[src/rtl/jsm_pkg.sv]
package jsm_pkg;
  localparam int PTR_W       = 5;   // store pointer width, depth is 2**PTR_W
  localparam int ACC_W       = 16;  // phase accumulator width
  localparam int SYNC_STAGES = 2;   // synchronizer depth for line inputs
endpackage

[src/rtl/jsm_line_sync.sv]
module jsm_line_sync #(
  parameter int STAGES = 2
) (
  input  logic clk,
  input  logic rst_n,
  input  logic line_clk,
  input  logic line_data,
  output logic wr_stb,
  output logic wr_bit
);
  logic [STAGES-1:0] clk_sh;
  logic [STAGES-1:0] dat_sh;
  logic              clk_prev;

  always_ff @(posedge clk) begin
    if (!rst_n) begin
      clk_sh   <= '0;
      dat_sh   <= '0;
      clk_prev <= 1'b0;
    end else begin
      clk_sh   <= {clk_sh[STAGES-2:0], line_clk};
      dat_sh   <= {dat_sh[STAGES-2:0], line_data};
      clk_prev <= clk_sh[STAGES-1];
    end
  end

  assign wr_stb = clk_sh[STAGES-1] & ~clk_prev;
  assign wr_bit = dat_sh[STAGES-1];

  AST_WR_ONE_CYCLE: assert property (@(posedge clk) disable iff (!rst_n)
    wr_stb |=> !wr_stb);
endmodule

[src/rtl/jsm_elastic_store.sv]
module jsm_elastic_store #(
  parameter int PTR_W     = 5,
  parameter int FILL_INIT = 15
) (
  input  logic             clk,
  input  logic             rst_n,
  input  logic             wr_stb,
  input  logic             wr_bit,
  input  logic             rd_stb,
  output logic             rd_bit,
  output logic [PTR_W-1:0] fill
);
  localparam int DEPTH = 1 << PTR_W;

  logic [DEPTH-1:0] mem;
  logic [PTR_W-1:0] wr_ptr;
  logic [PTR_W-1:0] rd_ptr;

  always_ff @(posedge clk) begin
    if (!rst_n) begin
      mem    <= '0;
      wr_ptr <= '0;
      rd_ptr <= PTR_W'(DEPTH - FILL_INIT);
      rd_bit <= 1'b0;
    end else begin
      if (wr_stb) begin
        mem[wr_ptr] <= wr_bit;
        wr_ptr      <= wr_ptr + 1'b1;
      end
      if (rd_stb) begin
        rd_bit <= mem[rd_ptr];
        rd_ptr <= rd_ptr + 1'b1;
      end
    end
  end

  assign fill = wr_ptr - rd_ptr;

  AST_NO_UNDERFLOW: assert property (@(posedge clk) disable iff (!rst_n)
    rd_stb |-> fill != '0);
  AST_NO_OVERFLOW: assert property (@(posedge clk) disable iff (!rst_n)
    (wr_stb && !rd_stb) |-> fill != PTR_W'(DEPTH - 1));
  AST_FILL_BALANCED: assert property (@(posedge clk) disable iff (!rst_n)
    (wr_stb && rd_stb) |=> $stable(fill));
endmodule

[src/rtl/jsm_fill_monitor.sv]
module jsm_fill_monitor #(
  parameter int PTR_W     = 5,
  parameter int ACC_W     = 16,
  parameter int SAMPLE_W  = 5,
  parameter int FILL_LO   = 14,
  parameter int FILL_HI   = 15,
  parameter int FILL_INIT = 15,
  parameter int TRIM_LSB  = 4096,
  parameter int TRIM_MAX  = 3
) (
  input  logic                    clk,
  input  logic                    rst_n,
  input  logic                    wr_stb,
  input  logic [PTR_W-1:0]        fill,
  output logic signed [ACC_W:0]   trim
);
  localparam int TRIM_W = ACC_W + 1;

  logic [SAMPLE_W-1:0] wr_cnt;
  logic [PTR_W-1:0]    held;
  logic                latch_en;
  int                  units;

  assign latch_en = wr_stb && (wr_cnt == '1);

  always_ff @(posedge clk) begin
    if (!rst_n) begin
      wr_cnt <= '0;
      held   <= PTR_W'(FILL_INIT);
    end else begin
      if (wr_stb)   wr_cnt <= wr_cnt + 1'b1;
      if (latch_en) held   <= fill;
    end
  end

  // computed lookup: held fill -> signed step correction
  always_comb begin
    units = 0;
    if (int'(held) < FILL_LO) begin
      units = FILL_LO - int'(held);
      if (units > TRIM_MAX) units = TRIM_MAX;
    end else if (int'(held) > FILL_HI) begin
      units = int'(held) - FILL_HI;
      if (units > TRIM_MAX) units = TRIM_MAX;
      units = -units;
    end
    trim = TRIM_W'(units * TRIM_LSB);
  end

  AST_HOLD_STABLE: assert property (@(posedge clk) disable iff (!rst_n)
    !latch_en |=> $stable(held));
  AST_TRIM_SLOWS: assert property (@(posedge clk) disable iff (!rst_n)
    (latch_en && fill < PTR_W'(FILL_LO)) |=> trim > 0);
  AST_TRIM_SPEEDS: assert property (@(posedge clk) disable iff (!rst_n)
    (latch_en && fill > PTR_W'(FILL_HI)) |=> trim < 0);
endmodule

[src/rtl/jsm_frac_divider.sv]
module jsm_frac_divider #(
  parameter int ACC_W    = 16,
  parameter int DIV_BASE = 64,
  parameter int NOM_STEP = 50254
) (
  input  logic                  clk,
  input  logic                  rst_n,
  input  logic signed [ACC_W:0] trim,
  output logic                  tick,
  output logic                  out_clk
);
  localparam int CNT_W = $clog2(DIV_BASE + 1);
  localparam int HALF  = DIV_BASE / 2;
  localparam logic [ACC_W-1:0] NOM_V = ACC_W'(NOM_STEP);

  logic [CNT_W-1:0]        cnt;
  logic [CNT_W-1:0]        end_cnt;
  logic                    long_q;
  logic [ACC_W-1:0]        acc;
  logic signed [ACC_W+1:0] step_s;
  logic [ACC_W-1:0]        step;
  logic [ACC_W:0]          acc_sum;

  assign step_s  = $signed({2'b00, NOM_V}) + $signed({trim[ACC_W], trim});
  assign step    = step_s[ACC_W-1:0];
  assign acc_sum = {1'b0, acc} + {1'b0, step};
  assign end_cnt = long_q ? CNT_W'(DIV_BASE) : CNT_W'(DIV_BASE - 1);
  assign tick    = (cnt == end_cnt);

  always_ff @(posedge clk) begin
    if (!rst_n) begin
      cnt     <= '0;
      long_q  <= 1'b0;
      acc     <= '0;
      out_clk <= 1'b0;
    end else if (tick) begin
      cnt     <= '0;
      acc     <= acc_sum[ACC_W-1:0];
      long_q  <= acc_sum[ACC_W];
      out_clk <= 1'b1;
    end else begin
      cnt <= cnt + 1'b1;
      if (cnt == CNT_W'(HALF - 1)) out_clk <= 1'b0;
    end
  end

  AST_RISE_ON_TICK: assert property (@(posedge clk) disable iff (!rst_n)
    tick |=> out_clk);
  AST_HIGH_HALF: assert property (@(posedge clk) disable iff (!rst_n)
    $fell(out_clk) |-> cnt == CNT_W'(HALF));
  AST_STEP_RANGE: assert property (@(posedge clk) disable iff (!rst_n)
    step_s[ACC_W+1:ACC_W] == 2'b00);
endmodule

[src/rtl/jitter_smoother.sv]
module jitter_smoother
  import jsm_pkg::*;
#(
  parameter int DIV_BASE  = 64,
  parameter int NOM_STEP  = 50254,
  parameter int TRIM_LSB  = 4096,
  parameter int TRIM_MAX  = 3,
  parameter int FILL_LO   = 14,
  parameter int FILL_HI   = 15,
  parameter int FILL_INIT = 15,
  parameter int SAMPLE_W  = 5
) (
  input  logic clk,
  input  logic rst_n,
  input  logic line_clk,
  input  logic line_data,
  output logic smooth_clk,
  output logic smooth_data
);
  logic                  wr_stb;
  logic                  wr_bit;
  logic                  rd_stb;
  logic [PTR_W-1:0]      fill;
  logic signed [ACC_W:0] trim;

  jsm_line_sync #(.STAGES(SYNC_STAGES)) u_sync (
    .clk(clk), .rst_n(rst_n), .line_clk(line_clk), .line_data(line_data),
    .wr_stb(wr_stb), .wr_bit(wr_bit)
  );

  jsm_elastic_store #(.PTR_W(PTR_W), .FILL_INIT(FILL_INIT)) u_store (
    .clk(clk), .rst_n(rst_n), .wr_stb(wr_stb), .wr_bit(wr_bit),
    .rd_stb(rd_stb), .rd_bit(smooth_data), .fill(fill)
  );

  jsm_fill_monitor #(
    .PTR_W(PTR_W), .ACC_W(ACC_W), .SAMPLE_W(SAMPLE_W),
    .FILL_LO(FILL_LO), .FILL_HI(FILL_HI), .FILL_INIT(FILL_INIT),
    .TRIM_LSB(TRIM_LSB), .TRIM_MAX(TRIM_MAX)
  ) u_mon (
    .clk(clk), .rst_n(rst_n), .wr_stb(wr_stb), .fill(fill), .trim(trim)
  );

  jsm_frac_divider #(.ACC_W(ACC_W), .DIV_BASE(DIV_BASE), .NOM_STEP(NOM_STEP)) u_div (
    .clk(clk), .rst_n(rst_n), .trim(trim), .tick(rd_stb), .out_clk(smooth_clk)
  );
endmodule

[config.mk]
export PLATFORM = sky130hd
export DESIGN_NAME = jitter_smoother
export DESIGN_NICKNAME = d
export VERILOG_FILES = /design/src/rtl/jsm_pkg.sv /design/src/rtl/jsm_line_sync.sv /design/src/rtl/jsm_elastic_store.sv /design/src/rtl/jsm_fill_monitor.sv /design/src/rtl/jsm_frac_divider.sv /design/src/rtl/jitter_smoother.sv
export SDC_FILE = /design/constraint.sdc
export NUM_CORES = 1
export LEC_CHECK = 0
export BUFFER_PORTS_ARGS = -buffer_cell sky130_fd_sc_hd__clkbuf_2
export CAP_MARGIN = 25
export CORE_MARGIN = 2
export CORE_UTILIZATION = 55
export CTS_CLUSTER_SIZE = 8
export DETAILED_ROUTE_END_ITERATION = 10
export PLACE_DENSITY = 0.71
export REMOVE_ABC_BUFFERS = 1
export SYNTH_ARGS = -nofsm -noshare
export SYNTH_HDL_FRONTEND = slang
export SYNTH_SLANG_ARGS = --single-unit
[constraint.sdc]
create_clock -name clk -period 3.6 [get_ports clk]
set_clock_uncertainty 0.05 [all_clocks]
set_input_delay 0.72 -clock clk [delete_from_list [all_inputs] [get_ports clk]]
set_output_delay 0.72 -clock clk [all_outputs]
set_load 0.02 [all_outputs]
**Word level (Yosys, flattened, before mapping)**

Index checks and enable logic that the tools add are counted.

- Register bits: 83
- Input port bits: 4
- Output and inout bits: 2
- Logic and storage cells: 54

- Add/sub/neg operators: 10
- $lt $le $gt $ge: 7
- Equal/unequal tests: 3
- Muxes and demuxes: 14
- Bitwise gates (word level): 3
- Reduce and logical (&&, ||, !) cells: 4

Operator list:

| operator | number |
|---|---|
| bitwise mux 32 bit | 1 |
| two-way mux 4 bit | 6 |
| adder 16 x 16 -> 17 bit | 1 |
| adder 15 x 16 -> 16 bit (first input constant) | 1 |
| adder 5 x 1 -> 5 bit (second input constant) | 3 |
| greater-than comparator 6 x 3 -> 1 bit (second input constant) | 2 |
| < comparator 5 x 6 -> 1 bit (second input constant) | 2 |
| adder 7 x 1 -> 7 bit (second input constant) | 1 |
| equality test 7 x 5 -> 1 bit (second input constant) | 1 |
| equality test 7 bit | 1 |
| two-way mux 7 bit | 1 |
| subtractor 4 x 5 -> 6 bit (first input constant) | 1 |
| subtractor 5 x 4 -> 6 bit (second input constant) | 1 |
| binary-select mux 1 bit (select 5 bit) | 1 |
| demux 1 bit (select 5 bit) | 1 |
| equality test 5 bit (second input constant) | 1 |
| greater-or-equal comparator 5 x 1 -> 1 bit (second input constant) | 1 |
| greater-than comparator 5 x 4 -> 1 bit (second input constant) | 1 |
| < comparator 5 x 4 -> 1 bit (second input constant) | 1 |
| subtractor 5 bit | 1 |
| two-way mux 1 bit | 4 |
| negator 4 bit | 1 |
| logical AND 1 bit | 2 |
| inverter 1 bit | 2 |
| other kinds (3) | 3 |

**Logic depth before layout (Yosys ltp)**

- Word-level depth: 10
- Depth in mapped cells: 17
- Depth with buffers taken out: 17

**Cells and area by module**

Synthesis repeated with hierarchy kept, for this count alone.

- Cell total of the unflattened synthesis: 657
- Area, all modules: 5386.4 sq um

By module, submodules not included:

| module | instances | cells an instance | area each (sq um) |
|---|---|---|---|
| jsm_elastic_store | 1 | 284 | 2417.3 |
| jsm_frac_divider | 1 | 247 | 1933.1 |
| jsm_fill_monitor | 1 | 115 | 898.4 |
| jsm_line_sync | 1 | 11 | 137.6 |

**Least setup slack after synthesis**

Ideal clock, no wire load.

- Kind: register to register
- Start: register u_mon.held[1]
- End: register u_div.long_q
- Data arrival time: 3.108 ns
- Path slack: 0.309 ns
- Cell stages (with the launch flop): 17
- Path buffers: 0
- Clock period less this slack: 3.291 ns
- Cell sequence: dfxtp_1 -> ha_1 -> nand3_1 -> inv_1 -> ha_1 -> o41ai_1 -> o21ai_1 -> inv_1 -> ha_1 -> nand2_1 -> nand2_1 -> ha_1 -> a21o_1 -> a31oi_1 -> a21oi_1 -> a2111oi_0 -> nor4b_1

- Longest elaborated chain between the ends: 10

RTL lines:

| item | line | text |
|---|---|---|
| from (decl) | jsm_fill_monitor.sv:20 | `logic [PTR_W-1:0] held;` |
| from (signal assigned) | jsm_fill_monitor.sv:29 | `held <= PTR_W'(FILL_INIT);` |
| from (signal assigned) | jsm_fill_monitor.sv:32 | `if (latch_en) held <= fill;` |
| subtractor 5 x 4 -> 6 bit | jsm_fill_monitor.sv:43 | `units = int'(held) - FILL_HI;` |
| greater-than comparator 6 x 3 -> 1 bit | jsm_fill_monitor.sv:44 | `if (units > TRIM_MAX) units = TRIM_MAX;` |
| two-way mux 4 bit | jsm_fill_monitor.sv:44 |  |
| two-way mux 4 bit | jsm_fill_monitor.sv:42 | `end else if (int'(held) > FILL_HI) begin` |
| two-way mux 4 bit | jsm_fill_monitor.sv:39 | `if (int'(held) < FILL_LO) begin` |
| negator 4 bit | jsm_fill_monitor.sv:45 | `units = -units;` |
| two-way mux 4 bit | jsm_fill_monitor.sv:42 |  |
| two-way mux 4 bit (*) | jsm_fill_monitor.sv:39 |  |
| adder 15 x 16 -> 16 bit (*) | jsm_frac_divider.sv:24 | `assign step_s = $signed({2'b00, NOM_V}) + $signed({trim[ACC_W], trim});` |
| adder 16 x 16 -> 17 bit (*) | jsm_frac_divider.sv:26 | `assign acc_sum = {1'b0, acc} + {1'b0, step};` |
| to (signal assigned) | jsm_frac_divider.sv:39 | `long_q <= acc_sum[ACC_W];` |
| to (decl) | jsm_frac_divider.sv:18 | `logic long_q;` |

Every way passes the cells marked *; elsewhere a longest branch is shown, timed or not. The select of a mux whose other input is x is not followed.
A chain may end at the register's enable or synchronous reset.

**Worst setup path after layout**

- Start: register u_mon.held[0]
- End: register u_div.long_q

Same word-level chain as after synthesis.

==> flow_summary.json <==
{
  "synthArstFlopShare_pct": 0,
  "drv_slew": 0,
  "drive_above_1_share_pct": 8.419,
  "cp.depth": 16,
  "synth_area_leaders": "dfxtp_1, ha_1, mux2i_1",
  "synth_commonest_cells": "dfxtp_1, nand2_1, nor2_1, nor2b_1, mux2i_1",
  "cts_hold_buf": 0,
  "slew_headroom_pct": 49.13,
  "hold_viol": 0,
  "reg2reg_depth": 16,
  "start_util_pct": 56.77,
  "cts_tree": "yes",
  "root_buffer": "clkbuf_8",
  "crit_arrival_ns": 3.56,
  "hold_depth": 1,
  "max_slew.worst_pin.slew_ns": 0.7621,
  "synth_top_area_share_pct": 37.61,
  "synth_warnings": 0,
  "cpPeakStageDelay_ns": 0.41,
  "dp_hpwl_mm": 5.459,
  "ys.flop_type": "dfxtp_1",
  "ant_nets": 0,
  "syn_area_per_cell_sq_um": 8.980,
  "yosys.area.top_type": "dfxtp_1",
  "clk_pin_slew_ns": 0.09,
  "hp-class": "flop to flop",
  "diodes": 0,
  "whs_ns": 0.3889,
  "ff_latch_area_sq_um": 1642,
  "synth.most_common_cell": "dfxtp_1",
  "worst_setup_path_end_kind": "flop",
  "grt_max_degree": 39,
  "period_share_pct": 93.44,
  "fin_nets": 509,
  "cts_setup_buffers": 0,
  "area_growth_syn_to_layout_pct": 7.741,
  "vias": 3305,
  "ys_ff_latch": 82,
  "startpoint_type": "flop",
  "fin_util_pct": 61.17,
  "fp-row-count": 32,
  "critical-path-top-delay-family": "adder cells",
  "crit_required_ns": 3.80,
  "postPlaceCellArea_sq_um": 4437,
  "wire_per_inst_um": 13.74,
  "status": "finished, final reports clean",
  "crit_buf_inv": 1,
  "leakagePower_nw": 1.899,
  "final.fill_count": 665,
  "routabilityCongestion": 0.8604,
  "cts-htree-levels": 3,
  "grt_pass1_wl_mm": 14.49,
  "cts_made_buffers": 9,
  "antenna_found_initial": 0,
  "cp_max_fo": 7,
  "synth-edff-count": 0,
  "crit_start": "u_mon.held[0]",
  "yosysSeqAreaShare_pct": 37.61,
  "ir_worst_vdd_mv": 0.2337,
  "core-area_sq_um": 7687,
  "crit_type": "flop to flop",
  "crit_chain": "ha_2 > nand3_1 > inv_1 > ha_1 > nor4_4 > nor2_1 > nor2b_1 > ha_1 > nand2_1 > nand2_1 > ha_1 > a21o_1 > a31oi_1 > a21oi_1 > a2111oi_1 > nor4b_1",
  "clock_sinks": 82,
  "clk_path_buf_depth": 2,
  "synth.distinct_cells": 50,
  "setup_tns_ns": 0,
  "netlist_instances": 486,
  "power.total_mw": 1.708,
  "setup-violations-final": 0,
  "grt_usage_pct": 20.68,
  "grt_pass1_vias": 3217,
  "die_h_um": 93.08,
  "drt-total-wl_mm": 8.090,
  "die_w_um": 93.08,
  "ioPinCount": 6,
  "p_per_area_nw_per_um2": 363.2,
  "drt_iter0_drc": 145,
  "final_area_sq_um": 4702,
  "syn_area_sq_um": 4364,
  "reg2reg_from": "u_mon.held[0]",
  "clock_latency_ns": 0.36,
  "viasPerCell": 5.611,
  "die_area_sq_um": 8663,
  "crit_slowest_cell": "a2111oi_1",
  "port_buffers": 5,
  "maxCapViolations": 0,
  "hold_start": "u_sync.dat_sh[0]",
  "dr.pass1.iters": 6,
  "period_minus_slack_ns": 3.364,
  "multi_input_area_sq_um": 2554,
  "critical_path.most_common_cell": "ha_1",
  "gr-total-overflow": 0,
  "post_cts_resized": 0,
  "drc": 0,
  "fmax_mhz": 297.3
}
## report_power, final
group,total (mW),internal [mW],switching [mW],leakage (nW)
Clock,0.730,0.396,0.334,0.108
Combinational,0.0572,0.0253,0.0319,1.13
Sequential,0.920,0.913,0.00707,0.662
Total,1.71,1.33,0.373,1.90
## stage by stage
stage | std cells | setup WS [ns]
after floorplan | 458 | 0.2982
final | 589 | 0.2362
after detailed placement | 572 | 0.1928
after CTS | 588 | 0.1674
after global routing | 589 | -0.03534
after global placement | 572 | 0.2744
## cell families after synthesis
logic type,Yosys count,synth area share [%]
xor gates and xnor gates,30,6.021
buffers and inverters,43,4.386
adders and majority gates,23,6.766
AOI/OAI and AO/OA,85,13.05
and+or+nand+nor,191,22.25
muxes,32,9.920
DFF,82,37.61
## cell usage in the layout (no fill, tap or decap), drive strengths merged, types with 3 or more instances in the layout
| cell type | n |
|---|---|
| dfxtp | 82 |
| nand2 | 52 |
| nor2 | 35 |
| o21ai | 27 |
| nor2b | 24 |
| mux2i | 23 |
| a21boi | 22 |
| ha | 22 |
| nand3 | 21 |
| xnor2 | 20 |
| and2 | 20 |
| inv | 16 |
| clkbuf | 16 |
| xor2 | 10 |
| mux4 | 9 |
| buf | 8 |
| nor3 | 7 |
| nand4 | 7 |
| a21oi | 6 |
| o211ai | 6 |
| or3 | 6 |
| a31oi | 5 |
| nand3b | 5 |
| nand2b | 3 |
| nor3b | 3 |
| nor4b | 3 |
| a21o | 3 |
## layer usage
metal | up-vias | share of wire (%) | global-route usage (%)
met4 | 0 | 1.4 | 7.475
met1 | 1572 | 48 | 25.44
met2 | 37 | 49 | 36.11
met3 | 11 | 2.1 | 3.868
li1 | 1685 | - | -
met5 | - | 0 | 0
## final cells by class
| class | instances | share of cell area (%) |
|---|---|---|
| Inverter | 15 | 1.197 |
| Clock inverter | 5 | 1.836 |
| Timing Repair Buffer | 13 | 2.235 |
| Clock buffer | 11 | 2.794 |
| Tap cell | 102 | 2.714 |
| Sequential cell | 82 | 34.91 |
| Multi-Input combinational cell | 361 | 54.31 |
## path summary, 6_finish.rpt
check                     endpoint  slack [ns]
setup reg to reg      u_div.long_q        0.24
setup / recovery      u_div.long_q        0.24
hold reg to reg   u_sync.dat_sh[1]        0.39
hold / removal    u_sync.dat_sh[1]        0.39
## registers in the layout, summed over array words and instances (netlist names)
signal and flops:
u_store.mem 32, u_div.acc 15, u_div.cnt 7, u_mon.held 5
u_mon.wr_cnt 5, u_store.rd_ptr 5, u_store.wr_ptr 5, u_sync.clk_sh 2
u_sync.dat_sh 2, u_div.long_q 1, u_div.out_clk 1, u_store.rd_bit 1
u_sync.clk_prev 1
Note: power is estimated with default switching activity, not from simulation.
